==> src/rtl/sram_ctrl_pkg.sv <==
package sram_ctrl_pkg;
  typedef enum logic [2:0] {
    PH_IDLE   = 3'd0,
    PH_WSETUP = 3'd1,
    PH_WPULSE = 3'd2,
    PH_WHOLD  = 3'd3,
    PH_RACC   = 3'd4,
    PH_TURN   = 3'd5
  } phase_e;

  function automatic int ceil_div(input int num, input int den);
    return (num + den - 1) / den;
  endfunction

  function automatic int max2(input int a, input int b);
    return (a > b) ? a : b;
  endfunction
endpackage

==> src/rtl/sram_phase_timer.sv <==
module sram_phase_timer #(
  parameter int CW = 2
) (
  input  logic          clk,
  input  logic          rst_n,
  input  logic          start,
  input  logic [CW-1:0] load,
  output logic          done
);
  logic [CW-1:0] cnt_q;

  always_ff @(posedge clk or negedge rst_n) begin
    if (!rst_n)               cnt_q <= '0;
    else if (start)           cnt_q <= load;
    else if (cnt_q != '0)     cnt_q <= cnt_q - 1'b1;
  end

  assign done = (cnt_q == '0);
endmodule

==> src/rtl/sram_pin_regs.sv <==
module sram_pin_regs
  import sram_ctrl_pkg::*;
#(
  parameter int ADDR_W = 17,
  parameter int DATA_W = 8,
  parameter int WP_CYC = 2
) (
  input  logic              clk,
  input  logic              rst_n,
  input  phase_e            nxt_phase,
  input  logic              addr_ld,
  input  logic [ADDR_W-1:0] addr_in,
  input  logic              data_ld,
  input  logic [DATA_W-1:0] data_in,
  output logic [ADDR_W-1:0] sram_addr,
  output logic              sram_ce_n,
  output logic              sram_we_n,
  output logic              sram_oe_n,
  output logic [DATA_W-1:0] sram_dq_out,
  output logic              sram_dq_oe
);
  always_ff @(posedge clk or negedge rst_n) begin
    if (!rst_n) begin
      sram_addr   <= '0;
      sram_dq_out <= '0;
      sram_ce_n   <= 1'b1;
      sram_we_n   <= 1'b1;
      sram_oe_n   <= 1'b1;
      sram_dq_oe  <= 1'b0;
    end else begin
      if (addr_ld) sram_addr   <= addr_in;
      if (data_ld) sram_dq_out <= data_in;
      sram_ce_n  <= (nxt_phase == PH_IDLE) || (nxt_phase == PH_TURN);
      sram_we_n  <= (nxt_phase != PH_WPULSE);
      sram_oe_n  <= (nxt_phase != PH_RACC);
      sram_dq_oe <= (nxt_phase == PH_WPULSE) || (nxt_phase == PH_WHOLD);
    end
  end

  // Width of the current write pulse, for the pulse-width check.
  logic [7:0] we_low_cnt;
  always_ff @(posedge clk or negedge rst_n) begin
    if (!rst_n)                              we_low_cnt <= '0;
    else if (sram_we_n)                      we_low_cnt <= '0;
    else if (we_low_cnt != 8'hFF)            we_low_cnt <= we_low_cnt + 1'b1;
  end

  assert_no_contention_R6: assert property (@(posedge clk) disable iff (!rst_n)
    sram_dq_oe |-> sram_oe_n);
  assert_turnaround_R6: assert property (@(posedge clk) disable iff (!rst_n)
    !sram_oe_n |=> !sram_dq_oe);
  assert_we_width_R3: assert property (@(posedge clk) disable iff (!rst_n)
    $rose(sram_we_n) |-> (int'(we_low_cnt) >= WP_CYC));
  assert_addr_stable_R4: assert property (@(posedge clk) disable iff (!rst_n)
    !sram_we_n |=> $stable(sram_addr));
  assert_oe_high_in_write_R10: assert property (@(posedge clk) disable iff (!rst_n)
    !sram_we_n |-> sram_oe_n);
  assert_drive_in_pulse_R3: assert property (@(posedge clk) disable iff (!rst_n)
    !sram_we_n |-> sram_dq_oe);
endmodule

==> src/rtl/sram_async_ctrl.sv <==
module sram_async_ctrl
  import sram_ctrl_pkg::*;
#(
  parameter int ADDR_W  = 17,
  parameter int DATA_W  = 8,
  parameter int CLK_PS  = 5000,
  parameter int T_WP_PS = 7000,
  parameter int T_DW_PS = 5000,
  parameter int T_AW_PS = 8000,
  parameter int T_AA_PS = 10000,
  parameter int T_OE_PS = 5000,
  parameter int T_HZ_PS = 5000
) (
  input  logic              clk,
  input  logic              rst_n,
  input  logic              req_valid,
  output logic              req_ready,
  input  logic              req_we,
  input  logic [ADDR_W-1:0] req_addr,
  input  logic [DATA_W-1:0] req_wdata,
  output logic              rsp_valid,
  output logic [DATA_W-1:0] rsp_rdata,
  output logic [ADDR_W-1:0] sram_addr,
  output logic              sram_ce_n,
  output logic              sram_we_n,
  output logic              sram_oe_n,
  output logic [DATA_W-1:0] sram_dq_out,
  output logic              sram_dq_oe,
  input  logic [DATA_W-1:0] sram_dq_in
);
  localparam int SETUP_CYC = 1;
  localparam int HOLD_CYC  = 1;
  localparam int WP_CYC    = max2(1, ceil_div(max2(max2(T_WP_PS, T_DW_PS), T_AW_PS), CLK_PS));
  localparam int RD_CYC    = max2(1, ceil_div(max2(T_AA_PS, T_OE_PS), CLK_PS));
  localparam int TURN_CYC  = max2(1, ceil_div(T_HZ_PS, CLK_PS));
  localparam int MAXC      = max2(max2(WP_CYC, RD_CYC), TURN_CYC);
  localparam int CW        = (MAXC < 2) ? 1 : $clog2(MAXC + 1);

  localparam logic [CW-1:0] LD_SETUP = CW'(SETUP_CYC - 1);
  localparam logic [CW-1:0] LD_WP    = CW'(WP_CYC - 1);
  localparam logic [CW-1:0] LD_HOLD  = CW'(HOLD_CYC - 1);
  localparam logic [CW-1:0] LD_RD    = CW'(RD_CYC - 1);
  localparam logic [CW-1:0] LD_TURN  = CW'(TURN_CYC - 1);

  phase_e        phase_q, phase_d;
  logic          t_start, t_done;
  logic [CW-1:0] t_load;
  logic          accept;

  assign req_ready = (phase_q == PH_IDLE);
  assign accept    = req_valid && req_ready;

  always_comb begin
    phase_d = phase_q;
    t_start = 1'b0;
    t_load  = '0;
    unique case (phase_q)
      PH_IDLE: if (req_valid) begin
        t_start = 1'b1;
        if (req_we) begin phase_d = PH_WSETUP; t_load = LD_SETUP; end
        else        begin phase_d = PH_RACC;   t_load = LD_RD;    end
      end
      PH_WSETUP: if (t_done) begin phase_d = PH_WPULSE; t_start = 1'b1; t_load = LD_WP; end
      PH_WPULSE: if (t_done) begin phase_d = PH_WHOLD;  t_start = 1'b1; t_load = LD_HOLD; end
      PH_WHOLD:  if (t_done) phase_d = PH_IDLE;
      PH_RACC:   if (t_done) begin phase_d = PH_TURN;   t_start = 1'b1; t_load = LD_TURN; end
      PH_TURN:   if (t_done) phase_d = PH_IDLE;
      default:   phase_d = PH_IDLE;
    endcase
  end

  always_ff @(posedge clk or negedge rst_n) begin
    if (!rst_n) phase_q <= PH_IDLE;
    else        phase_q <= phase_d;
  end

  sram_phase_timer #(.CW(CW)) u_timer (
    .clk   (clk),
    .rst_n (rst_n),
    .start (t_start),
    .load  (t_load),
    .done  (t_done)
  );

  sram_pin_regs #(.ADDR_W(ADDR_W), .DATA_W(DATA_W), .WP_CYC(WP_CYC)) u_pins (
    .clk         (clk),
    .rst_n       (rst_n),
    .nxt_phase   (phase_d),
    .addr_ld     (accept),
    .addr_in     (req_addr),
    .data_ld     (accept && req_we),
    .data_in     (req_wdata),
    .sram_addr   (sram_addr),
    .sram_ce_n   (sram_ce_n),
    .sram_we_n   (sram_we_n),
    .sram_oe_n   (sram_oe_n),
    .sram_dq_out (sram_dq_out),
    .sram_dq_oe  (sram_dq_oe)
  );

  // Capture in the last OE-low cycle, present as a one-cycle pulse.
  always_ff @(posedge clk or negedge rst_n) begin
    if (!rst_n) begin
      rsp_valid <= 1'b0;
      rsp_rdata <= '0;
    end else begin
      rsp_valid <= (phase_q == PH_RACC) && t_done;
      if ((phase_q == PH_RACC) && t_done) rsp_rdata <= sram_dq_in;
    end
  end

  assert_taken_busy_R1: assert property (@(posedge clk) disable iff (!rst_n)
    accept |=> !req_ready);
  assert_rsp_pulse_R5: assert property (@(posedge clk) disable iff (!rst_n)
    rsp_valid |=> !rsp_valid);
  assert_rsp_after_read_R5: assert property (@(posedge clk) disable iff (!rst_n)
    rsp_valid |-> ($past(!sram_oe_n) && sram_oe_n));
  assert_idle_standby_R7: assert property (@(posedge clk) disable iff (!rst_n)
    req_ready |-> (sram_ce_n && sram_we_n && sram_oe_n && !sram_dq_oe));
  assert_read_addr_R4: assert property (@(posedge clk) disable iff (!rst_n)
    (!sram_oe_n && $past(!sram_oe_n)) |-> $stable(sram_addr));
endmodule

==> config.mk <==
export PLATFORM = sky130hd
export DESIGN_NAME = sram_async_ctrl
export DESIGN_NICKNAME = d
export VERILOG_FILES = /design/src/rtl/sram_ctrl_pkg.sv /design/src/rtl/sram_phase_timer.sv /design/src/rtl/sram_pin_regs.sv /design/src/rtl/sram_async_ctrl.sv
export SDC_FILE = /design/constraint.sdc
export NUM_CORES = 1
export LEC_CHECK = 0
export BUFFER_PORTS_ARGS = -buffer_cell sky130_fd_sc_hd__buf_2
export CORE_MARGIN = 3
export CORE_UTILIZATION = 47
export DETAILED_ROUTE_END_ITERATION = 7
export GPL_TIMING_DRIVEN = 0
export MAX_ROUTING_LAYER = met4
export PLACE_DENSITY = 0.82
export RECOVER_POWER = 25
export REMOVE_ABC_BUFFERS = 1
export SYNTH_ARGS = -nofsm -noshare
export SYNTH_HDL_FRONTEND = slang
export SYNTH_HIERARCHICAL = 1
export SYNTH_SLANG_ARGS = --single-unit
==> constraint.sdc <==
create_clock -name clk -period 2.4 [get_ports clk]
set_input_delay 0 -clock clk [delete_from_list [all_inputs] [get_ports clk]]
set_output_delay 0 -clock clk [all_outputs]
set_load 0.005 [all_outputs]
Word-level counts from Yosys, hierarchy flattened
Cells that the tools add are included.
{ "op_classes": {"add_sub_neg": 1, "multipliers": 0, "div_mod_pow": 0, "magnitude_cmp": 0, "eq_ne": 10, "shift": 0, "n_mux": 16, "bitwise": 0, "n_reduce_logical": 12} }
{ "op_table": {"columns": ["op", "count"], "rows": [
  ["3-bit 2-to-1 mux", 6],
  ["3-bit one-hot mux with 5 select lines", 1],
  ["3-bit by 2-bit equality test with 1-bit output (second input constant)", 4],
  ["3-bit equality test (second input constant)", 3],
  ["3-bit logical NOT", 2],
  ["1-bit 2-to-1 mux", 5],
  ["2-bit 2-to-1 mux", 2],
  ["1-bit one-hot mux with 2 select lines", 2],
  ["2-bit nonzero test", 2],
  ["3-bit by 1-bit equality test with 1-bit output (second input constant)", 1],
  ["1-bit logical AND", 3],
  ["3-bit by 2-bit inequality test with 1-bit output (second input constant)", 1],
  ["3-bit inequality test (second input constant)", 1],
  ["3-bit OR reduction", 1],
  ["2-bit logical NOT", 1],
  ["1-bit logical OR", 2],
  ["2-bit OR reduction", 1],
  ["2-bit by 1-bit subtractor with 2-bit output (second input constant)", 1]
]} }
{ "word_totals": {"regBits": 43, "latch_bits": 0, "mem_bits_rw": 0, "rom_bits": 0, "inputBits": 37, "out_inout_bits": 39, "wordCells": 49, "n_memories": 0} }

Logic depth before layout (Yosys ltp)
{ "depth": {"word_depth": 5, "depth_mapped": 7, "depth_no_buf": 6} }

Modules after synthesis
The synthesis kept the hierarchy.
{ "by_module_without_submodules": {"columns": ["mod", "n_inst", "cells_each", "area_each_um2", "seq_area_each_um2"], "rows": [
  ["sram_pin_regs", 1, 63, 1117.3, 729.4],
  ["sram_async_ctrl", 1, 47, 629.4, 300.3],
  ["sram_phase_timer", 1, 12, 113.9, 50.0]
]} }

Least setup slack after synthesis
No wires, ideal clock.
{ "synth_path": {"path_type": "reg2reg", "start": "reg phase_q[1]", "end": "reg u_pins.sram_dq_out[0]", "setup_ps": 125, "arrival_ps": 1512, "required_ps": 2275, "path_slack_ps": 764, "stages_incl_launch_ff": 6, "path_buffers": 2, "synth_period_minus_slack_ps": 1636, "path_cell_list": "dfrtp_1 buf_2 nor4b_2 and2_1 buf_2 mux2_2"} }
{ "synth_between": {"elab_chain_cells": 3} }
{ "synth_rtl": {"columns": ["element", "line", "rtl"], "rows": [
  ["from (decl)", "sram_async_ctrl.sv:45", "phase_e phase_q, phase_d;"],
  ["from (signal assigned)", "sram_async_ctrl.sv:74", "else phase_q <= phase_d;"],
  ["3-bit logical NOT", "sram_async_ctrl.sv:50", "assign req_ready = (phase_q == PH_IDLE);"],
  ["1-bit logical AND", "sram_async_ctrl.sv:51", "assign accept = req_valid && req_ready;"],
  ["named net accept", "sram_async_ctrl.sv:48", "logic accept;"],
  ["1-bit logical AND", "sram_async_ctrl.sv:91", ".data_ld (accept && req_we),"],
  ["to (signal assigned)", "sram_pin_regs.sv:32", "if (data_ld) sram_dq_out <= data_in;"],
  ["to (decl)", "sram_pin_regs.sv:19", "output logic [DATA_W-1:0] sram_dq_out,"]
]} }
The timed path passes the listed nets, and every way through them passes these cells.
A chain may end at the register's enable or synchronous reset.

Worst setup path in the final report
{ "layout_path": {"start": "reg u_timer.cnt_q[0]", "end": "reg rsp_rdata[6]"} }
{ "layout_between": {"elab_chain_cells": 2} }
{ "layout_rtl": {"columns": ["element", "line", "rtl"], "rows": [
  ["from (decl)", "sram_phase_timer.sv:10", "logic [CW-1:0] cnt_q;"],
  ["from (signal assigned)", "sram_phase_timer.sv:14", "else if (start) cnt_q <= load;"],
  ["from (signal assigned)", "sram_phase_timer.sv:15", "else if (cnt_q != '0) cnt_q <= cnt_q - 1'b1;"],
  ["2-bit logical NOT", "sram_phase_timer.sv:18", "assign done = (cnt_q == '0);"],
  ["named net t_done", "sram_async_ctrl.sv:46", "logic t_start, t_done;"],
  ["1-bit logical AND", "sram_async_ctrl.sv:108", "if ((phase_q == PH_RACC) && t_done) rsp_rdata <= sram_dq_in;"],
  ["to (signal assigned)", "sram_async_ctrl.sv:108", null],
  ["to (decl)", "sram_async_ctrl.sv:22", "output logic [DATA_W-1:0] rsp_rdata,"]
]} }
The timed path passes the listed nets, and every way through them passes these cells.

==> results.sh <==
export IMPL_outcome="finished clean"
export IMPL_firstDrtPassIters=4
export IMPL_seq_power_share_pct=42.8
export IMPL_core_area_sq_um=3740
export IMPL_final_setup_tns_ns=0
export IMPL_grtUsageTotal_pct=19.7
export IMPL_cts_tree="yes"
export IMPL_fin_area_sq_um=2660
export IMPL_grt_overflow=0
export IMPL_root_buffer="clkbuf_8"
export IMPL_fp_dieH_um=68.9
export IMPL_place_hpwl_um=2650
export IMPL_syn_inst=122
export IMPL_fin_ws_ns=0.451
export IMPL_yosysMostFrequentCell="dfrtp_1"
export IMPL_netlist_top_cells_count="dfrtp_1, mux2_4, mux2_2"
export IMPL_p_leak_nw=1.25
export IMPL_fp_dieW_um=68.9
export IMPL_fmax_mhz=513
export IMPL_viasPerCell=4.80
export IMPL_clkPwrFrac_pct=15.4
export IMPL_synth_edf_count=0
export IMPL_finalHoldViolCount=0
export IMPL_cts_sinks=43
export IMPL_portBuffers=75
export IMPL_rsz0062_at_grt="false"
export IMPL_synthDistinctLibCells=32
export IMPL_clockBufferDepth=2
export IMPL_worstPathArrival_ns=2.11
export IMPL_num_vias=1355
export IMPL_setup_viol=0
export IMPL_diodes=0
export IMPL_hp_class="in2reg"
export IMPL_netlist_area_sq_um=1860
export IMPL_p_comb_share_pct=41.8
export IMPL_internal_power_mw=2.12
export IMPL_ys_ff_latch=43
export IMPL_drv_slew=0
export IMPL_num_fill_cells=287
export IMPL_finalWirelength_um=4410
export IMPL_path_clk_slew_ns=0.07
export IMPL_wire_per_inst_um=15.6
export IMPL_critPathKind="reg2reg"
export IMPL_irDropWorstVdd_uv=620
export IMPL_dieArea_sq_um=4750
export IMPL_antenna_found_initial=0
export IMPL_fin_crit_sh_pct=81.2
export IMPL_whs_ns=0.123
export IMPL_htree_levels=2
export IMPL_clk_latency_ns=0.28
export IMPL_start_kind="register"
export IMPL_ys_warn_count=6
export IMPL_cap_viol_max_count=0
export IMPL_path_max_fanout=12
export IMPL_ant_nets=0
export IMPL_swShare_pct=32.3
export IMPL_netSwitchingPower_mw=1.01
export IMPL_crit_required_ns=2.56
export IMPL_worst_clock_skew_ns=0.00423
export IMPL_pin_count=76
export IMPL_post_route_util_pct=71.1
export IMPL_avgSynthCellArea_sq_um=15.3
export IMPL_area_delta_synth_final_pct=43.0
export IMPL_finalCriticalPeriod_ns=1.95
export IMPL_synth_top_area_share_pct=53.8
export IMPL_power_mw=3.14
export IMPL_ys_top_cells_by_area="dfrtp_1, mux2_4, mux2_2, dfstp_2, buf_6"
export IMPL_grt_pass1_wl_um=6510
export IMPL_synth_flop_cell="dfrtp_1"
export IMPL_pre_cts_ws_ns=0.0570
export IMPL_start_util_pct=49.7
export IMPL_fin_cells=282
export IMPL_grt_max_degree=44
export IMPL_cts_buffers=5
export IMPL_dpl_cell_area_sq_um=2240
export IMPL_drive_above_1_share_pct=42.7
export IMPL_maxSlewHeadroom_pct=39.0
export IMPL_rows=22
export IMPL_finalNetCount=271
export IMPL_synth_top_cell_by_area="dfrtp_1"
export IMPL_placedCellCount=238
export IMPL_worstMarginPinSlew_ns=0.915
export IMPL_powerDensity_nw_per_um2=1180
export IMPL_cp_end_kind="register"
export IMPL_drc=0
export IMPL_gp_congestion=0.706
export IMPL_synthArstFlopShare_pct=100
export IMPL_drt_initial_drc_count=50
export IMPL_grt_pass1_vias=1370
export IMPL_ys_seq_area_share_pct=58.0
## state kept, by name, indices dropped and copies added, names as in the netlist
name                count
u_pins/sram_dq_oe       1
u_pins/sram_oe_n        1
u_pins/sram_ce_n        1
rsp_valid               1
u_pins/sram_dq_out      8
rsp_rdata               8
u_pins/sram_we_n        1
phase_q                 3
u_timer/cnt_q           2
u_pins/sram_addr       17
## critical path: stages, from the launching register on
cell and delay, ns:
dfrtp_1 0.40, inv_1 0.06, ha_1 0.37, and4bb_1 0.63, mux2_4 0.36
## cell families (layout without fill, tap and decap cells)
logic type | after synthesis | in the layout | synth area share [%]
multiplexers | 33 | 33 | 23.6
AO/OA/AOI/OAI | 11 | 11 | 4.51
buffers and inverters | 11 | 123 | 4.91
XOR/XNOR | 3 | 3 | 1.41
AND/OR/NAND/NOR | 19 | 19 | 6.66
adder cells (fa/ha/maj) | 1 | 1 | 0.672
other | 1 | 1 | 0.202
flip-flops | 43 | 43 | 58.0
## power by group through the flow
| stage | Clock, mW | Sequential [mW] | Combinational [mW] |
|---|---|---|---|
| final | 0.483 | 1.34 | 1.31 |
| after CTS | 0.492 | 1.32 | 1.34 |
| after floorplan | 0 | 1.33 | 0.766 |
| after detailed placement | 0 | 1.33 | 1.29 |
| after global placement | 0 | 1.30 | 1.25 |
| after global routing | 0.521 | 1.39 | 1.44 |
## path summary, 6_finish.rpt
kind,start,end,slack (ns),cells past startpoint
max,u_timer/cnt_q[0],rsp_rdata[6],0.45,4
min,req_we,phase_q[2],0.12,3
max reg2reg,u_timer/cnt_q[0],rsp_rdata[6],0.45,4
min reg2reg,u_pins/sram_dq_out[4],u_pins/sram_dq_out[4],0.51,1
max in group asynchronous,rst_n,u_pins/sram_dq_out[1],1.42,2
min in group asynchronous,rst_n,u_pins/sram_addr[0],0.40,2
## cell type report
| cell class | count | area [sq um] | area share (%) |
|---|---|---|---|
| sequential | 43 | 1080 | 40.6 |
| inverter | 3 | 11.3 | 0.423 |
| clock buffer | 8 | 100 | 3.76 |
| timing repair buffer | 112 | 711 | 26.7 |
| tap | 48 | 60.1 | 2.26 |
| multi-input combinational | 68 | 698 | 26.2 |
## repair_timing
item | 4_1_cts | 5_1_grt
resized for setup | 0 | 0
buffers inserted | 0 | 2
endpoints found under the hold margin | 73 | 0
hold buffers | 34 | 0
endpoints found under the setup margin | 0 | 8
## metal layers
| layer | track usage [%] | vias up | wire [um] |
|---|---|---|---|
| li1 | - | 641 | - |
| met1 | 21.3 | 669 | 1740 |
| met2 | 35.6 | 41 | 2420 |
| met3 | 3.40 | 4 | 203 |
| met4 | 8.03 | 0 | 51 |
| met5 | - | - | 0 |
## layout by cell type (no fill, tap or decap), types with 2 or more instances in the layout
cell	n
buf_2	50
dfrtp_1	40
dlygate4sd3_1	34
clkbuf_1	26
mux2_4	18
mux2_2	15
clkbuf_8	7
nor2_1	4
a21oi_1	3
nand2_1	3
inv_1	3
xor2_1	3
dfstp_2	3
a21bo_2	2
and2_1	2
buf_4	2
Power figures use the tool's default switching activity.
